### src/rtl/dt_pkg.sv
`timescale 1ns/1ps
package dt_pkg;
   // word indices on the register bus (byte offset / 4)
   localparam int unsigned A_CLKSPD = 1;
   localparam int unsigned A_CNT_LO = 4;
   localparam int unsigned A_CNT_HI = 5;
   localparam int unsigned A_PRD_LO = 6;
   localparam int unsigned A_PRD_HI = 7;
   localparam int unsigned A_CTL    = 8;
   localparam int unsigned A_GCTL   = 9;
   localparam int unsigned A_WDT    = 10;

   // run-mode codes
   localparam logic [1:0] MODE_OFF  = 2'b00;
   localparam logic [1:0] MODE_ONCE = 2'b01;
   localparam logic [1:0] MODE_CONT = 2'b10;

   // per-half control field group
   localparam int CTL_STRIDE = 16;
   localparam int CTL_USED   = 10;
   localparam int PSC_W      = 4;
endpackage

### src/rtl/dt_tick.sv
`timescale 1ns/1ps
module dt_tick #(
   parameter int DIV = 1
) (
   input  logic clk,
   input  logic rst_n,
   output logic tick
);
   generate
      if (DIV == 1) begin : g_every
         logic unused_tick;
         assign unused_tick = clk ^ rst_n;
         assign tick = 1'b1;
      end else begin : g_div
         localparam int CW = $clog2(DIV);
         logic [CW-1:0] div_q;
         assign tick = (div_q == CW'(DIV - 1));
         always_ff @(posedge clk or negedge rst_n) begin
            if (!rst_n)    div_q <= '0;
            else if (tick) div_q <= '0;
            else           div_q <= div_q + 1'b1;
         end
      end
   endgenerate
endmodule

### src/rtl/dt_prescale.sv
`timescale 1ns/1ps
module dt_prescale #(
   parameter int PW = 4
) (
   input  logic          clk,
   input  logic          rst_n,
   input  logic          clr,
   input  logic          load,
   input  logic [PW-1:0] load_val,
   input  logic          adv,
   input  logic [PW-1:0] div,
   output logic [PW-1:0] cnt,
   output logic          fire
);
   logic [PW-1:0] cnt_q;
   assign cnt  = cnt_q;
   assign fire = (cnt_q == '0);

   always_ff @(posedge clk or negedge rst_n) begin
      if (!rst_n)    cnt_q <= '0;
      else if (clr)  cnt_q <= '0;
      else if (load) cnt_q <= load_val;
      else if (adv)  cnt_q <= fire ? div : cnt_q - 1'b1;
   end
endmodule

### src/rtl/dt_half.sv
`timescale 1ns/1ps
module dt_half
   import dt_pkg::*;
#(
   parameter int CNT_W   = 32,
   parameter bit HAS_PSC = 1'b0
) (
   input  logic                clk,
   input  logic                rst_n,
   input  logic                tick,
   input  logic                rel,
   input  logic                we_cnt,
   input  logic                we_prd,
   input  logic                we_ctl,
   input  logic [CNT_W-1:0]    wdata,
   input  logic [CTL_USED-1:0] ctl_wdata,
   input  logic                we_psc,
   input  logic [PSC_W-1:0]    psc_wval,
   input  logic [PSC_W-1:0]    psc_div,
   output logic [CNT_W-1:0]    cnt,
   output logic [CNT_W-1:0]    prd,
   output logic [CTL_USED-1:0] ctl,
   output logic [PSC_W-1:0]    psc_val,
   output logic                match,
   output logic                evt,
   output logic                irq
);
   logic [CNT_W-1:0] cnt_q, prd_q;
   logic             stat_q, invout_q, invin_q, cp_q, clksrc_q, tien_q;
   logic [1:0]       pwid_q, mode_q;
   logic [3:0]       pw_left_q;
   logic             tgl_q, irq_q;
   logic             active, go, step;

   assign active = tick & rel & (mode_q != MODE_OFF) & ~clksrc_q;

   generate
      if (HAS_PSC) begin : g_psc
         dt_prescale #(.PW(PSC_W)) u_psc (
            .clk      (clk),
            .rst_n    (rst_n),
            .clr      (~rel),
            .load     (we_psc),
            .load_val (psc_wval),
            .adv      (active),
            .div      (psc_div),
            .cnt      (psc_val),
            .fire     (go)
         );
      end else begin : g_nopsc
         logic unused_psc;
         assign unused_psc = ^{we_psc, psc_wval, psc_div};
         assign go      = 1'b1;
         assign psc_val = '0;
      end
   endgenerate

   assign step  = active & go;
   assign match = step & (cnt_q == prd_q);

   always_ff @(posedge clk or negedge rst_n) begin
      if (!rst_n) begin
         cnt_q <= '0;  prd_q <= '0;
         stat_q <= 1'b0; invout_q <= 1'b0; invin_q <= 1'b0; cp_q <= 1'b0;
         pwid_q <= 2'b00; mode_q <= MODE_OFF; clksrc_q <= 1'b0; tien_q <= 1'b0;
         pw_left_q <= '0; tgl_q <= 1'b0; irq_q <= 1'b0;
      end else begin
         if (we_prd) prd_q <= wdata;

         if (!rel)        cnt_q <= '0;
         else if (we_cnt) cnt_q <= wdata;
         else if (match)  cnt_q <= '0;
         else if (step)   cnt_q <= cnt_q + 1'b1;

         if (we_ctl) begin
            stat_q   <= 1'b0;
            invout_q <= ctl_wdata[1];
            invin_q  <= ctl_wdata[2];
            cp_q     <= ctl_wdata[3];
            pwid_q   <= ctl_wdata[5:4];
            mode_q   <= ctl_wdata[7:6];
            clksrc_q <= ctl_wdata[8];
            tien_q   <= ctl_wdata[9];
         end else if (match && mode_q == MODE_ONCE) begin
            mode_q <= MODE_OFF;
            stat_q <= 1'b1;
         end

         if (match)                pw_left_q <= 4'd1 << pwid_q;
         else if (pw_left_q != '0) pw_left_q <= pw_left_q - 1'b1;

         if (!rel)       tgl_q <= 1'b0;
         else if (match) tgl_q <= ~tgl_q;

         irq_q <= match & tien_q;
      end
   end

   assign cnt = cnt_q;
   assign prd = prd_q;
   assign ctl = {tien_q, clksrc_q, mode_q, pwid_q, cp_q, invin_q, invout_q, stat_q};
   assign evt = (cp_q ? tgl_q : (pw_left_q != '0)) ^ invout_q;
   assign irq = irq_q;
endmodule

### src/rtl/dual_tmr32.sv
`timescale 1ns/1ps
module dual_tmr32
   import dt_pkg::*;
#(
   parameter int CNT_W   = 32,
   parameter int ADDR_W  = 4,
   parameter int CLK_DIV = 1
) (
   input  logic              clk,
   input  logic              rst_n,
   input  logic              bus_sel,
   input  logic              bus_wr,
   input  logic [ADDR_W-1:0] bus_addr,
   input  logic [31:0]       bus_wdata,
   output logic [31:0]       bus_rdata,
   output logic              evt_lo,
   output logic              evt_hi,
   output logic              irq_lo,
   output logic              irq_hi
);
   localparam int NHALF = 2;

   generate
      if (CLK_DIV < 1 || CLK_DIV > 15) begin : g_bad_div
         $error("CLK_DIV must fit the 4-bit divisor field");
      end
      if (CNT_W < 8 || CNT_W > 32) begin : g_bad_w
         $error("CNT_W must be between 8 and 32");
      end
      if (ADDR_W < 4) begin : g_bad_a
         $error("ADDR_W too small for the register map");
      end
   endgenerate

   logic                tick, we, we_ctl, we_gctl;
   logic [1:0]          rel_q, tmode_q;
   logic [PSC_W-1:0]    psc_div_q;
   logic [31:0]         wdt_q, rd_mux, rd_q;
   logic [CNT_W-1:0]    cnt_a [NHALF];
   logic [CNT_W-1:0]    prd_a [NHALF];
   logic [CTL_USED-1:0] ctl_a [NHALF];
   logic [PSC_W-1:0]    psc_a [NHALF];
   logic                match_a [NHALF];
   logic                evt_a [NHALF];
   logic                irq_a [NHALF];
   logic                we_cnt_a [NHALF];
   logic                we_prd_a [NHALF];

   assign we      = bus_sel & bus_wr;
   assign we_ctl  = we & (bus_addr == ADDR_W'(A_CTL));
   assign we_gctl = we & (bus_addr == ADDR_W'(A_GCTL));

   dt_tick #(.DIV(CLK_DIV)) u_tick (.clk(clk), .rst_n(rst_n), .tick(tick));

   generate
      for (genvar i = 0; i < NHALF; i++) begin : g_half
         assign we_cnt_a[i] = we & (bus_addr == ADDR_W'(A_CNT_LO + i));
         assign we_prd_a[i] = we & (bus_addr == ADDR_W'(A_PRD_LO + i));
         dt_half #(.CNT_W(CNT_W), .HAS_PSC(i == 1)) u_half (
            .clk       (clk),
            .rst_n     (rst_n),
            .tick      (tick),
            .rel       (rel_q[i]),
            .we_cnt    (we_cnt_a[i]),
            .we_prd    (we_prd_a[i]),
            .we_ctl    (we_ctl),
            .wdata     (bus_wdata[CNT_W-1:0]),
            .ctl_wdata (bus_wdata[i*CTL_STRIDE +: CTL_USED]),
            .we_psc    (we_gctl),
            .psc_wval  (bus_wdata[11:8]),
            .psc_div   (psc_div_q),
            .cnt       (cnt_a[i]),
            .prd       (prd_a[i]),
            .ctl       (ctl_a[i]),
            .psc_val   (psc_a[i]),
            .match     (match_a[i]),
            .evt       (evt_a[i]),
            .irq       (irq_a[i])
         );
      end
   endgenerate

   logic unused_bits;
   assign unused_bits = ^{psc_a[0], match_a[1]};

   always_ff @(posedge clk or negedge rst_n) begin
      if (!rst_n) begin
         rel_q <= '0; tmode_q <= '0; psc_div_q <= '0; wdt_q <= '0;
      end else begin
         if (we_gctl) begin
            rel_q     <= bus_wdata[1:0];
            tmode_q   <= bus_wdata[3:2];
            psc_div_q <= bus_wdata[15:12];
         end
         if (we && bus_addr == ADDR_W'(A_WDT)) wdt_q <= bus_wdata;
      end
   end

   always_comb begin
      rd_mux = '0;
      case (bus_addr)
         ADDR_W'(A_CLKSPD): rd_mux = {12'b0, 4'(CLK_DIV), 16'b0};
         ADDR_W'(A_CNT_LO): rd_mux = 32'(cnt_a[0]);
         ADDR_W'(A_CNT_HI): rd_mux = 32'(cnt_a[1]);
         ADDR_W'(A_PRD_LO): rd_mux = 32'(prd_a[0]);
         ADDR_W'(A_PRD_HI): rd_mux = 32'(prd_a[1]);
         ADDR_W'(A_CTL):    rd_mux = {6'b0, ctl_a[1], 6'b0, ctl_a[0]};
         ADDR_W'(A_GCTL):   rd_mux = {16'b0, psc_div_q, psc_a[1], 4'b0, tmode_q, rel_q};
         ADDR_W'(A_WDT):    rd_mux = wdt_q;
         default:           rd_mux = '0;
      endcase
   end

   always_ff @(posedge clk or negedge rst_n) begin
      if (!rst_n)                 rd_q <= '0;
      else if (bus_sel && !bus_wr) rd_q <= rd_mux;
   end

   assign bus_rdata = rd_q;
   assign evt_lo    = evt_a[0];
   assign evt_hi    = evt_a[1];
   assign irq_lo    = irq_a[0];
   assign irq_hi    = irq_a[1];

   // named views for the bound checker
   logic [CNT_W-1:0] chk_cnt_lo, chk_cnt_hi;
   logic [1:0]       chk_mode_lo;
   logic             chk_stat_lo, chk_tien_lo, chk_match_lo;
   assign chk_cnt_lo   = cnt_a[0];
   assign chk_cnt_hi   = cnt_a[1];
   assign chk_mode_lo  = ctl_a[0][7:6];
   assign chk_stat_lo  = ctl_a[0][0];
   assign chk_tien_lo  = ctl_a[0][9];
   assign chk_match_lo = match_a[0];
endmodule

### config.mk
export PLATFORM = sky130hd
export DESIGN_NAME = dual_tmr32
export DESIGN_NICKNAME = d
export VERILOG_FILES = /design/src/rtl/dt_pkg.sv /design/src/rtl/dt_tick.sv /design/src/rtl/dt_prescale.sv /design/src/rtl/dt_half.sv /design/src/rtl/dual_tmr32.sv
export SDC_FILE = /design/constraint.sdc
export NUM_CORES = 1
export LEC_CHECK = 0
export BUFFER_PORTS_ARGS = -buffer_cell sky130_fd_sc_hd__buf_2
export CORE_ASPECT_RATIO = 0.75
export CORE_UTILIZATION = 30
export DETAILED_ROUTE_END_ITERATION = 10
export GPL_ROUTABILITY_DRIVEN = 0
export PLACE_DENSITY = 0.52
export SLEW_MARGIN = 20
export SYNTH_ARGS = -nofsm -noshare
export SYNTH_HDL_FRONTEND = slang
export SYNTH_SLANG_ARGS = --single-unit
### constraint.sdc
create_clock -name clk -period 5.6 [get_ports clk]
set_clock_uncertainty 0.2 [all_clocks]
set_input_delay 0.56 -clock clk [delete_from_list [all_inputs] [get_ports clk]]
set_output_delay 0.56 -clock clk [all_outputs]
set_load 0.005 [all_outputs]
==> results of run 1 <==
[Yosys cell counts (all sizes together) (9+ instances only)]
cell      n
a211o    13
a21oi    35
a222oi   14
a22o     34
a22oi    91
a32oi     9
and2     12
and3     16
buf      21
clkbuf   93
dfrtp   236
inv      22
mux2    104
nand2   148
nand2b   11
nand3    68
nand4    41
nor2     58
nor3     27
nor4     26
o211ai   16
o21ai    69
or3      10
xnor2    52
xor2     32
[worst max-delay path, delay by kind of cell (launching register included)]
| kind | cells | cell delay [ps] |
|---|---|---|
| simple gates | 4 | 1640 |
| compound gates | 1 | 350 |
| flops | 1 | 860 |
| buf+inv | 1 | 420 |
[cell usage in the layout (no fill, tap or decap), types with 34 or more instances in the layout]
cell type                 count
sky130_fd_sc_hd__mux2_2     103
sky130_fd_sc_hd__dfrtp_1    236
sky130_fd_sc_hd__buf_2       74
sky130_fd_sc_hd__o21ai_0     69
sky130_fd_sc_hd__nand4_1     41
sky130_fd_sc_hd__a22o_1      34
sky130_fd_sc_hd__nor2_1      57
sky130_fd_sc_hd__a21oi_1     35
sky130_fd_sc_hd__nand2_1    148
sky130_fd_sc_hd__nand3_1     67
sky130_fd_sc_hd__a22oi_1     91
sky130_fd_sc_hd__xnor2_1     52
[registers in the layout, summed over array words and instances (netlist names), 4 cells and up]
signal	cells
g_half.u_half.pwid_q	4
g_half.u_half.cnt	64
g_half.u_half.g_psc.u_psc.cnt	4
bus_rdata	32
g_half.u_half.pw_left_q	8
wdt_q	32
g_half.u_half.prd	64
psc_div_q	4
g_half.u_half.mode_q	4
[final cells by class]
cell class                 instances  area (sq um)
antenna                            2          5.00
clock buffer                      35           756
clock inverter                    12           146
fill                            4402         28400
inverter                          22          82.6
multi-input combinational        985          6790
sequential                       236          5910
tap                              578           723
timing repair buffer              97           566
[logic make-up (layout without fill, tap and decap cells)]
logic type	Yosys count	count (layout)	synth area share, %
AND/OR/NAND/NOR	463	463	18.2
adder cells (fa/ha/maj)	6	6	0.570
XOR/XNOR	84	84	5.58
multiplexers	112	112	9.49
buffers and inverters	136	166	4.05
other	0	2	0
AO/OA/AOI/OAI	320	320	17.3
flip-flops	236	236	44.8
[stage by stage]
step / hold WS, ps / power (mW)
finish: 139 / 5.26
global route: 138 / 5.50
CTS: 128 / 5.27
detailed placement: 268 / 3.42
global placement: 264 / 3.39
floorplan: 64.4 / 2.96
[routing by layer]
layer	global-route usage (%)	share of wire, %	vias to the layer above
met4	4.50	2.0	0
met3	4.25	7.7	55
met5	0	0	-
li1	-	-	5051
met1	32.6	47	5772
met2	31.9	43	512
[power by group through the flow]
stage          registers (mW)  logic (mW)  clock network, mW
2_1_floorplan            2.15       0.810                  0
3_3_place_gp             2.28        1.11                  0
3_5_place_dp             2.29        1.13                  0
4_1_cts                  2.26        1.14               1.87
5_1_grt                  2.30        1.26               1.94
6_report                 2.26        1.15               1.84
[worst max path at each step]
stage | from | end | slack [ps] | cells past startpoint
finish | rel_q[0]$_DFFE_PN0P_ | g_half[0].u_half.cnt[19]$_DFFE_PN0P_ | 2010 | 6
global route | rel_q[0]$_DFFE_PN0P_ | g_half[0].u_half.cnt[19]$_DFFE_PN0P_ | 1810 | 6
CTS | rel_q[0]$_DFFE_PN0P_ | g_half[0].u_half.cnt[19]$_DFFE_PN0P_ | 2080 | 6
detailed placement | bus_addr[0] | g_half[0].u_half.cnt[23]$_DFFE_PN0P_ | 1990 | 9
global placement | bus_addr[0] | g_half[0].u_half.cnt[23]$_DFFE_PN0P_ | 2040 | 9
floorplan | g_half[1].u_half.g_psc.u_psc.cnt[0]$_DFFE_PN0P_ | g_half[1].u_half.cnt[25]$_DFFE_PN0P_ | 2830 | 9
==> results.txt, run 1 <==
----------------------------------------------------
[Power and ir drop]
  Part of the power in the clock network ... a little over a third
  Total net switching power ... between 1.5 and 2 mW
  Reg power frac ... 43.0%
  Worst ir drop on vdd ... 0.000290 V
  Leakage power figure ... roughly 6.3 nW
  P_int ... roughly 3.5 mW
  Switching fraction of total power ... around 33%
  Power density over the cells ... between 300 and 400 nW/um^2
  Relative contribution of combinational cells to total power ... 21.9%

[Critical path]
  Ordered cell list for the critical path ... nor3b_1 > nand4_1 > nor4_4 > buf_4 > nor3_1 > a221o_1
  R2r setup slk ... between 2000 and 2500 ps
  Slowest cell on crit path ... sky130_fd_sc_hd__dfrtp_1
  Worst reg2reg endpoint ... g_half[0].u_half.cnt[19]$_DFFE_PN0P_
  Critical path data arrival time ... around 3800 ps
  Setup CP Type ... reg -> reg
  R2R Path Start ... rel_q[0]$_DFFE_PN0P_
  Type of destination of the critical path ... register
  Crit Path Max Fanout ... 40
  Data required time of the critical path ... 5840 ps
  Worst Reg2Reg Path Length in Cells ... 6
  Slowest Stage Delay on Critical Path ... 860 ps
  Element type at the critical path start ... register

[Detailed routing]
  1st-iter DRT viols ... between 1000 and 1500
  Final routed DRC violation total ... 0
  Total number of vias ... 11390
  Post-route antenna net violation count ... 0
  Aggregate routed wire length ... ~48000 um
  Drt first pass iters ... 6
  DR vias/cell ... between 5 and 6
  Wire per inst ... roughly 25 um

[Synthesis]
  EDFF count, synth ... 0
  Most used flip-flop cell after synthesis ... sky130_fd_sc_hd__dfrtp_1
  Net count after synthesis ... around 1400
  Synth Register Bits ... 236
  Syn. warnings ... 0
  Avg Cell Area, Syn ... between 9 and 10 sq um
  Synth top area cells ... sky130_fd_sc_hd__dfrtp_1 (45%), sky130_fd_sc_hd__mux2_2 (8.8%), sky130_fd_sc_hd__a22oi_1 (5.2%)
  Cell type with the highest aggregate area in the netlist ... sky130_fd_sc_hd__dfrtp_1
  Sequential element share of the synthesized area ... 44.8%
  Post-synth cell types ... 67
  Share of Yosys cell area claimed by the top area cell type ... around 45%
  Area of the mapped netlist ... 13200 sq um
  Syn Inst Count ... between 1000 and 1500
  Share of flip-flops with an asynchronous set or reset after synthesis ... 100%

[Clocking]
  Clk buf depth ... 3
  Post-CTS Repair Setup Buffers ... 0
  CTS H-tree depth ... 1
  Sink Count ... approximately 240
  Register clock-pin slew on the reported worst setup and hold paths ... roughly 70 ps
  Clock Latency Late Sink ... around 550 ps
  Root Buffer Master ... sky130_fd_sc_hd__clkbuf_16
  Clock tree from TritonCTS ... built
  Hold_buf cts ... 1
  Count of instances resized after the clock tree is built ... 0
  Total CTS buffers ... 26

[Floorplan]
  Full die area ... between 40000 and 50000 sq um
  Vertical die dimension ... ~180 um
  Core region area ... 43400 sq um
  Site row count ... 66
  I/O Pins ... 76
  Effective utilization at floorplan ... 30.4%
  Width of the die ... ~240 um

[Timing]
  Post-layout minimum cycle time ... between 3000 and 4000 ps
  Fin crit share ... about 64%
  Count of final setup violators ... 0
  Unrepaired setup endpoints after global routing ... no
  Number of max-slew violations in the final report ... 0
  Least setup slack across all paths after layout ... between 2000 and 2500 ps
  Max Clock Freq ... about 280 MHz
  Slew of the pin with the lowest slew margin ... about 1100 ps
  Post-Route Setup TNS ... 0 ps
  Relative max-transition margin ... approximately a quarter
  Number of failing hold endpoints at the final stage ... 0

[GRT]
  Combined global-route utilization of all metal layers ... between 20% and 30%
  Number of antenna violations at the first check in global routing ... 2
  Largest net degree at the start of global routing ... between 100 and 150
  Number of global-route vias before repair ... 10750
  Total overflow reported by the global router ... 0
  First-pass GRT wire length ... around 73000 um

[Place]
  Cells after DPL ... about 1900
  Post-DP HPWL ... 34000 um
  Input/output buffers ... 75
  Pre-CTS setup slack ... ~2000 ps
  Cell area after placement ... roughly 14000 sq um

[Hold path]
  Classification of the worst-slack hold path ... in -> reg
  Worst hold path startpoint ... bus_wdata[10]
  Number of instances on the worst hold path ... 3
  Worst Hold Endpoint ... g_half[1].u_half.g_psc.u_psc.cnt[2]$_DFFE_PN0P_

[Finish]
  Fraction of final layout cells sized beyond drive strength 1 ... around a fifth
  Area delta synth->final ... 13.6%
  Post-route cell area ... about 15000 sq um
  Number of cells in the finished layout apart from fillers ... ~2000
  Share of the core filled with cells ... 34.5%
  Final layout net count ... 1414

[Status]
  Run status ... finished clean

[Job]
  Max Cap Violations ... 0

----------------------------------------------------
Note: power is estimated with default switching activity, not from simulation.
==> run 2, diff against run 1 <==
==> constraint.sdc (replaced) <==
create_clock -name clk -period 3.46 [get_ports clk]
set_clock_uncertainty 0.2 [all_clocks]
set_input_delay 0.346 -clock clk [delete_from_list [all_inputs] [get_ports clk]]
set_output_delay 0.346 -clock clk [all_outputs]
set_load 0.005 [all_outputs]
==> run 2 against run 1 <==
Against the previous run: sequential share of layout area fell by 1.4 points; via count rose by 2.7%; core utilization rose by 1.3 points; critical path type unchanged; clock power rose by 61%; highest routed layer is now met5; maximum frequency rose by 14%; critical endpoint is now g_half[1].u_half.cnt[31]$_DFFE_PN0P_; non-clock buffer count rose by 65.
==> results.txt, run 2 (synthesis results as in run 1) <==
----------------------------------------------------
[Finish]
  Area delta synth->final ... 17.8%
  Fill count ... between 4000 and 5000
  Final layout net count ... 1479
  Area taken by multi-input logic gates ... 6790 sq um
  Fraction of final layout cells sized beyond drive strength 1 ... 20.6%
  Flip-flop and latch area ... between 5000 and 6000 sq um
  Most common library cell in the layout ignoring fill and taps ... sky130_fd_sc_hd__dfrtp_1
  Commonest non-fill, non-tap cells in the layout ... sky130_fd_sc_hd__dfrtp_1 (236), sky130_fd_sc_hd__nand2_1 (148), sky130_fd_sc_hd__mux2_2 (103)

[Timing]
  Relative max-transition margin ... approximately 35%
  Max Clock Freq ... around 320 MHz
  Count of final setup violators ... 0
  Number of failing hold endpoints at the final stage ... 0
  Post-Route Setup TNS ... 0 ps
  Number of max-slew violations in the final report ... 0
  Unrepaired setup endpoints after global routing ... no
  Post-layout minimum cycle time ... between 3000 and 4000 ps
  Slew of the pin with the lowest slew margin ... a little under 1000 ps
  Least setup slack across all paths after layout ... just over 300 ps
  Fin crit share ... roughly nine tenths

[Power and ir drop]
  Relative contribution of combinational cells to total power ... 23.4%
  Part of the power in the clock network ... about a third
  Total design power ... 8.60 mW
  Reg power frac ... around 42%
  Leakage power figure ... ~6.6 nW
  Total net switching power ... roughly 2.8 mW
  Worst ir drop on vdd ... ~0.00035 V
  Power density over the cells ... around 550 nW/um^2
  P_int ... around 5.8 mW
  Switching fraction of total power ... 33.1%

[Floorplan]
  Site row count ... 66
  Vertical die dimension ... between 150 and 200 um
  Full die area ... between 40000 and 50000 sq um
  Core region area ... roughly 43000 sq um
  Width of the die ... roughly 240 um
  I/O Pins ... 76
  Effective utilization at floorplan ... a little under a third

[Critical path]
  Top cell family by delay on the critical path ... simple AND/OR/NAND/NOR gates
  Data required time of the critical path ... around 3700 ps
  Crit Path Max Fanout ... 12
  Element type at the critical path start ... register
  Slowest cell on crit path ... sky130_fd_sc_hd__or4_4
  Critical path data arrival time ... 3390 ps
  Type of destination of the critical path ... register
  Setup CP Type ... reg -> reg
  Number of buffers and inverters on the critical path ... 1
  Slowest Stage Delay on Critical Path ... around 550 ps
  Ordered cell list for the critical path ... inv_1 > ha_1 > or3b_1 > or4_4 > nor4b_4 > nand3_2 > a221oi_1 > nor2_1

[Clocking]
  Sink Count ... about 240
  Register clock-pin slew on the reported worst setup and hold paths ... ~70 ps
  Count of instances resized after the clock tree is built ... 0
  Clk buf depth ... 3
  Total CTS buffers ... 26
  CTS H-tree depth ... 1
  Root Buffer Master ... sky130_fd_sc_hd__clkbuf_16
  Clock tree from TritonCTS ... built
  Clock Latency Late Sink ... roughly 550 ps

[Place]
  Input/output buffers ... 75
  Pre-CTS setup slack ... about 330 ps
  Post-DP HPWL ... 35300 um

[Detailed routing]
  Drt first pass iters ... 6
  Total number of vias ... between 10000 and 15000
  1st-iter DRT viols ... roughly 1100
  Aggregate routed wire length ... 49300 um
  Wire per inst ... between 20 and 25 um
  DR vias/cell ... approximately 5.8
  Post-route antenna net violation count ... 0
  Final routed DRC violation total ... 0

[GRT]
  Largest net degree at the start of global routing ... 70
  Number of global-route vias before repair ... between 10000 and 15000
  Total overflow reported by the global router ... 0
  Number of antenna violations at the first check in global routing ... 2
  First-pass GRT wire length ... between 70000 and 80000 um
  Combined global-route utilization of all metal layers ... 21.9%

[Job]
  Max Cap Violations ... 0

[Status]
  Run status ... finished clean

[Hold path]
  Classification of the worst-slack hold path ... in -> reg

----------------------------------------------------
-- run 2: cell count changes in the layout (fill, tap and decap cells not counted), sizes merged --
cell and change:
diode -1, clkbuf +3, buf +36, clkinvlp -2, dlygate4sd3 +29, inv -1
-- run 2: power groups by stage --
stage | clock network, mW | registers, mW | logic, mW
after floorplan | 0 | 3.49 | 1.31
after global placement | 0 | 3.64 | 1.91
after detailed placement | 0 | 3.66 | 1.94
after CTS | 3.02 | 3.61 | 1.98
after global routing | 3.11 | 3.67 | 2.20
final | 2.97 | 3.62 | 2.01
-- run 2: layout make-up --
type	instances	area share, %
antenna	1	0.0161
clock buffer	38	4.94
clock inverter	9	0.814
inverter	22	0.532
multi-input combinational	985	43.7
sequential	236	38.0
tap	578	4.66
timing repair buffer	162	7.33
-- run 2: worst register-to-register path: stages (launching register included) --
cell and delay, ps:
sky130_fd_sc_hd__dfrtp_1 440, sky130_fd_sc_hd__inv_1 120, sky130_fd_sc_hd__ha_1 190, sky130_fd_sc_hd__or3b_1 470, sky130_fd_sc_hd__or4_4 550, sky130_fd_sc_hd__nor4b_4 340
sky130_fd_sc_hd__nand3_2 310, sky130_fd_sc_hd__a221oi_1 340, sky130_fd_sc_hd__nor2_1 80
-- run 2: per-layer routing --
metal,vias up,part of all wire (%),track usage (%)
li1,5204,-,-
met1,5855,46,32.3
met2,544,42,31.7
met3,89,8.8,4.93
met4,2,3.0,6.23
met5,-,0.026,0
-- run 2: final timing paths --
path                                                            startpoint                                         to  cells after the start  slack [ps]
setup / recovery           g_half[1].u_half.g_psc.u_psc.cnt[0]$_DFFE_PN0P_       g_half[1].u_half.cnt[31]$_DFFE_PN0P_                      8         300
min in group asynchronous                                            rst_n       g_half[0].u_half.cnt[18]$_DFFE_PN0P_                      2         160
max in group asynchronous                                            rst_n  g_half[0].u_half.pw_left_q[1]$_DFFE_PN0P_                      3        2030
setup reg to reg           g_half[1].u_half.g_psc.u_psc.cnt[0]$_DFFE_PN0P_       g_half[1].u_half.cnt[31]$_DFFE_PN0P_                      8         300
hold / removal                                               bus_wdata[15]                   psc_div_q[3]$_DFFE_PN0P_                      2          20
hold reg to reg                       g_half[1].u_half.invin_q$_DFFE_PN0P_       g_half[1].u_half.invin_q$_DFFE_PN0P_                      2         280
-- run 2: per-stage QoR --
stage / utilization, % / instances / hold WS, ps / area [sq um]
CTS: 35.8 / 2030 / 2.67 / 15500
floorplan: - / 1357 / -150 / 13200
finish: 35.8 / 2031 / 20.0 / 15500
detailed placement: 33.1 / 1953 / 181 / 14300
global route: 35.8 / 2031 / 4.70 / 15500
global placement: 33.1 / 1953 / 177 / 14300
-- run 2: repair_timing --
action | in CTS | in global routing
hold buffers | 30 | 0
hold endpoints to repair | 154 | 0
setup buffers | 0 | 0
==> run 3, diff against run 2 <==
--- a/config.mk
+++ b/config.mk
@@ -10,7 +10,7 @@
 export CORE_UTILIZATION = 30
 export DETAILED_ROUTE_END_ITERATION = 10
 export GPL_ROUTABILITY_DRIVEN = 0
-export PLACE_DENSITY = 0.52
+export PLACE_DENSITY = 0.43
 export SLEW_MARGIN = 20
 export SYNTH_ARGS = -nofsm -noshare
 export SYNTH_HDL_FRONTEND = slang
==> run 3 against run 2 <==
Against the previous run: largest cell class unchanged; critical path type unchanged; sequential share of layout area decreased by 0.52 points; via count decreased by 0.49%; sequential cell count unchanged; wire length increased by 6.6%; global-route usage increased by 1.7 points; clock-buffer cell count is 4 higher.
==> results.txt, run 3 (synthesis results as in run 1) <==
----------------------------------------------------
[Status]
  Run status ... finished clean

[GRT]
  Total overflow reported by the global router ... 0
  First-pass GRT wire length ... 78800 um
  Largest net degree at the start of global routing ... 80
  Number of global-route vias before repair ... roughly 11000
  Number of antenna violations at the first check in global routing ... 0
  Combined global-route utilization of all metal layers ... 23.6%

[Hold path]
  Worst hold path startpoint ... bus_wdata[15]
  Classification of the worst-slack hold path ... in -> reg
  Worst Hold Endpoint ... psc_div_q[3]$_DFFE_PN0P_
  Number of instances on the worst hold path ... 2

[Clocking]
  Count of instances resized after the clock tree is built ... 0
  Clock Latency Late Sink ... between 500 and 600 ps
  Root Buffer Master ... sky130_fd_sc_hd__clkbuf_16
  CTS H-tree depth ... 1
  Register clock-pin slew on the reported worst setup and hold paths ... 70 ps
  Sink Count ... 236
  Total CTS buffers ... 28
  Clk buf depth ... 3
  Clock tree from TritonCTS ... built

[Power and ir drop]
  P_int ... approximately 5.9 mW
  Switching fraction of total power ... 33.2%
  Total design power ... between 8 and 9 mW
  Power density over the cells ... 559 nW/um^2
  Reg power frac ... roughly two fifths
  Leakage power figure ... between 6 and 7 nW
  Total net switching power ... between 2 and 3 mW
  Relative contribution of combinational cells to total power ... between 20% and 30%
  Part of the power in the clock network ... a little over a third
  Worst ir drop on vdd ... 0.000367 V

[Critical path]
  Worst Reg2Reg Path Length in Cells ... 8
  R2R Path Start ... g_half[1].u_half.g_psc.u_psc.cnt[0]$_DFFE_PN0P_
  Slowest Stage Delay on Critical Path ... ~550 ps
  Type of destination of the critical path ... register
  Crit Path Max Fanout ... 12
  Top cell family by delay on the critical path ... simple AND/OR/NAND/NOR gates
  Critical path data arrival time ... around 3400 ps
  Element type at the critical path start ... register
  Slowest cell on crit path ... sky130_fd_sc_hd__or4_4
  Data required time of the critical path ... 3720 ps
  R2r setup slk ... approximately 340 ps
  Ordered cell list for the critical path ... inv_1 > ha_1 > or3b_1 > or4_4 > nor4b_4 > nand3_2 > a221oi_1 > nor2_1
  Number of buffers and inverters on the critical path ... 1
  Worst reg2reg endpoint ... g_half[1].u_half.cnt[31]$_DFFE_PN0P_
  Setup CP Type ... reg -> reg

[Floorplan]
  Site row count ... 66
  I/O Pins ... 76
  Vertical die dimension ... 184 um
  Width of the die ... between 200 and 250 um
  Core region area ... about 43000 sq um
  Full die area ... approximately 45000 sq um
  Effective utilization at floorplan ... 30.4%

[Timing]
  Post-Route Setup TNS ... 0 ps
  Slew of the pin with the lowest slew margin ... about 960 ps
  Number of failing hold endpoints at the final stage ... 0
  Least setup slack across all paths after layout ... approximately 340 ps
  Number of max-slew violations in the final report ... 0
  Count of final setup violators ... 0
  Relative max-transition margin ... between 30% and 40%
  Post-layout minimum cycle time ... a little over 3000 ps
  Fin crit share ... around 90%
  Unrepaired setup endpoints after global routing ... no
  Max Clock Freq ... approximately 320 MHz

[Place]
  Input/output buffers ... 75
  Post-DP HPWL ... about 38000 um
  Cells after DPL ... 1965
  Pre-CTS setup slack ... roughly 370 ps

[Detailed routing]
  DR vias/cell ... ~5.7
  1st-iter DRT viols ... about 1300
  Post-route antenna net violation count ... 0
  Total number of vias ... about 12000
  Wire per inst ... between 20 and 30 um
  Aggregate routed wire length ... 52500 um
  Final routed DRC violation total ... 0
  Drt first pass iters ... 6

[Job]
  Max Cap Violations ... 0

[Finish]
  Commonest non-fill, non-tap cells in the layout ... sky130_fd_sc_hd__dfrtp_1 (236), sky130_fd_sc_hd__nand2_1 (148), sky130_fd_sc_hd__mux2_2 (103)
  Area delta synth->final ... 19.5%
  Final layout net count ... about 1500
  Most common library cell in the layout ignoring fill and taps ... sky130_fd_sc_hd__dfrtp_1
  Fraction of final layout cells sized beyond drive strength 1 ... between 20% and 30%
  Share of the core filled with cells ... between 30% and 40%
  Number of cells in the finished layout apart from fillers ... 2049

----------------------------------------------------
-- run 3: cell types whose count changed in the layout (fill, tap and decap cells not counted), moves of 2 or more --
cell,before,now
sky130_fd_sc_hd__buf_4,55,64
sky130_fd_sc_hd__and2_1,10,8
sky130_fd_sc_hd__buf_12,2,5
sky130_fd_sc_hd__clkbuf_16,27,29
sky130_fd_sc_hd__and2_2,1,3
sky130_fd_sc_hd__dlygate4sd3_1,30,32
-- run 3: worst max-delay path by stage --
stage,start,end,cells past startpoint
after detailed placement,g_half[1].u_half.g_psc.u_psc.cnt[0]$_DFFE_PN0P_,g_half[1].u_half.cnt[31]$_DFFE_PN0P_,8
after floorplan,g_half[1].u_half.g_psc.u_psc.cnt[0]$_DFFE_PN0P_,g_half[1].u_half.cnt[25]$_DFFE_PN0P_,9
after global placement,g_half[1].u_half.g_psc.u_psc.cnt[0]$_DFFE_PN0P_,g_half[1].u_half.cnt[31]$_DFFE_PN0P_,8
after global routing,g_half[1].u_half.g_psc.u_psc.cnt[0]$_DFFE_PN0P_,g_half[1].u_half.cnt[31]$_DFFE_PN0P_,8
after CTS,g_half[1].u_half.g_psc.u_psc.cnt[0]$_DFFE_PN0P_,g_half[1].u_half.cnt[31]$_DFFE_PN0P_,8
final,g_half[1].u_half.g_psc.u_psc.cnt[0]$_DFFE_PN0P_,g_half[1].u_half.cnt[31]$_DFFE_PN0P_,8
-- run 3: what timing repair did --
action                                 CTS  global route
hold buffers                            32             0
endpoints found under the hold margin  165             0
setup buffers                            0             0
-- run 3: per-stage QoR --
stage	cell area [sq um]	hold slack (ps)
6_report	15700	14.4
5_1_grt	15700	2.73
4_1_cts	15700	1.90
3_5_place_dp	14500	214
3_3_place_gp	14500	219
2_1_floorplan	13200	-150
-- run 3: worst reg2reg max path, stage by stage, from the launching register on --
cell and delay (ps):
sky130_fd_sc_hd__dfrtp_1 430, sky130_fd_sc_hd__inv_1 110, sky130_fd_sc_hd__ha_1 200, sky130_fd_sc_hd__or3b_1 490, sky130_fd_sc_hd__or4_4 550, sky130_fd_sc_hd__nor4b_4 330
sky130_fd_sc_hd__nand3_2 300, sky130_fd_sc_hd__a221oi_1 330, sky130_fd_sc_hd__nor2_1 80
-- run 3: final cells by class --
cell class              count  area [sq um]
clock inverters             9           123
repair buffers            176          1290
fillers                  4409         27600
multi-input cells         985          6790
flip-flops and latches    236          5910
diodes                      1          2.50
clock buffers              42           835
inverters                  22          82.6
well taps                 578           723
-- run 3: layer usage --
metal / vias up / GRT usage [%] / routed length [um]
li1: 5235 / - / -
met1: 5905 / 35.2 / 25300
met2: 428 / 35.5 / 22800
met3: 69 / 3.62 / 3270
met4: 0 / 5.38 / 1110
met5: - / 0 / 0
-- run 3: power by group through the flow --
stage	clock network (mW)	logic (mW)	registers [mW]
4_1_cts	3.21	1.99	3.63
6_report	3.15	2.01	3.64
5_1_grt	3.30	2.21	3.69
3_5_place_dp	0	1.95	3.68
2_1_floorplan	0	1.31	3.49
3_3_place_gp	0	1.93	3.68
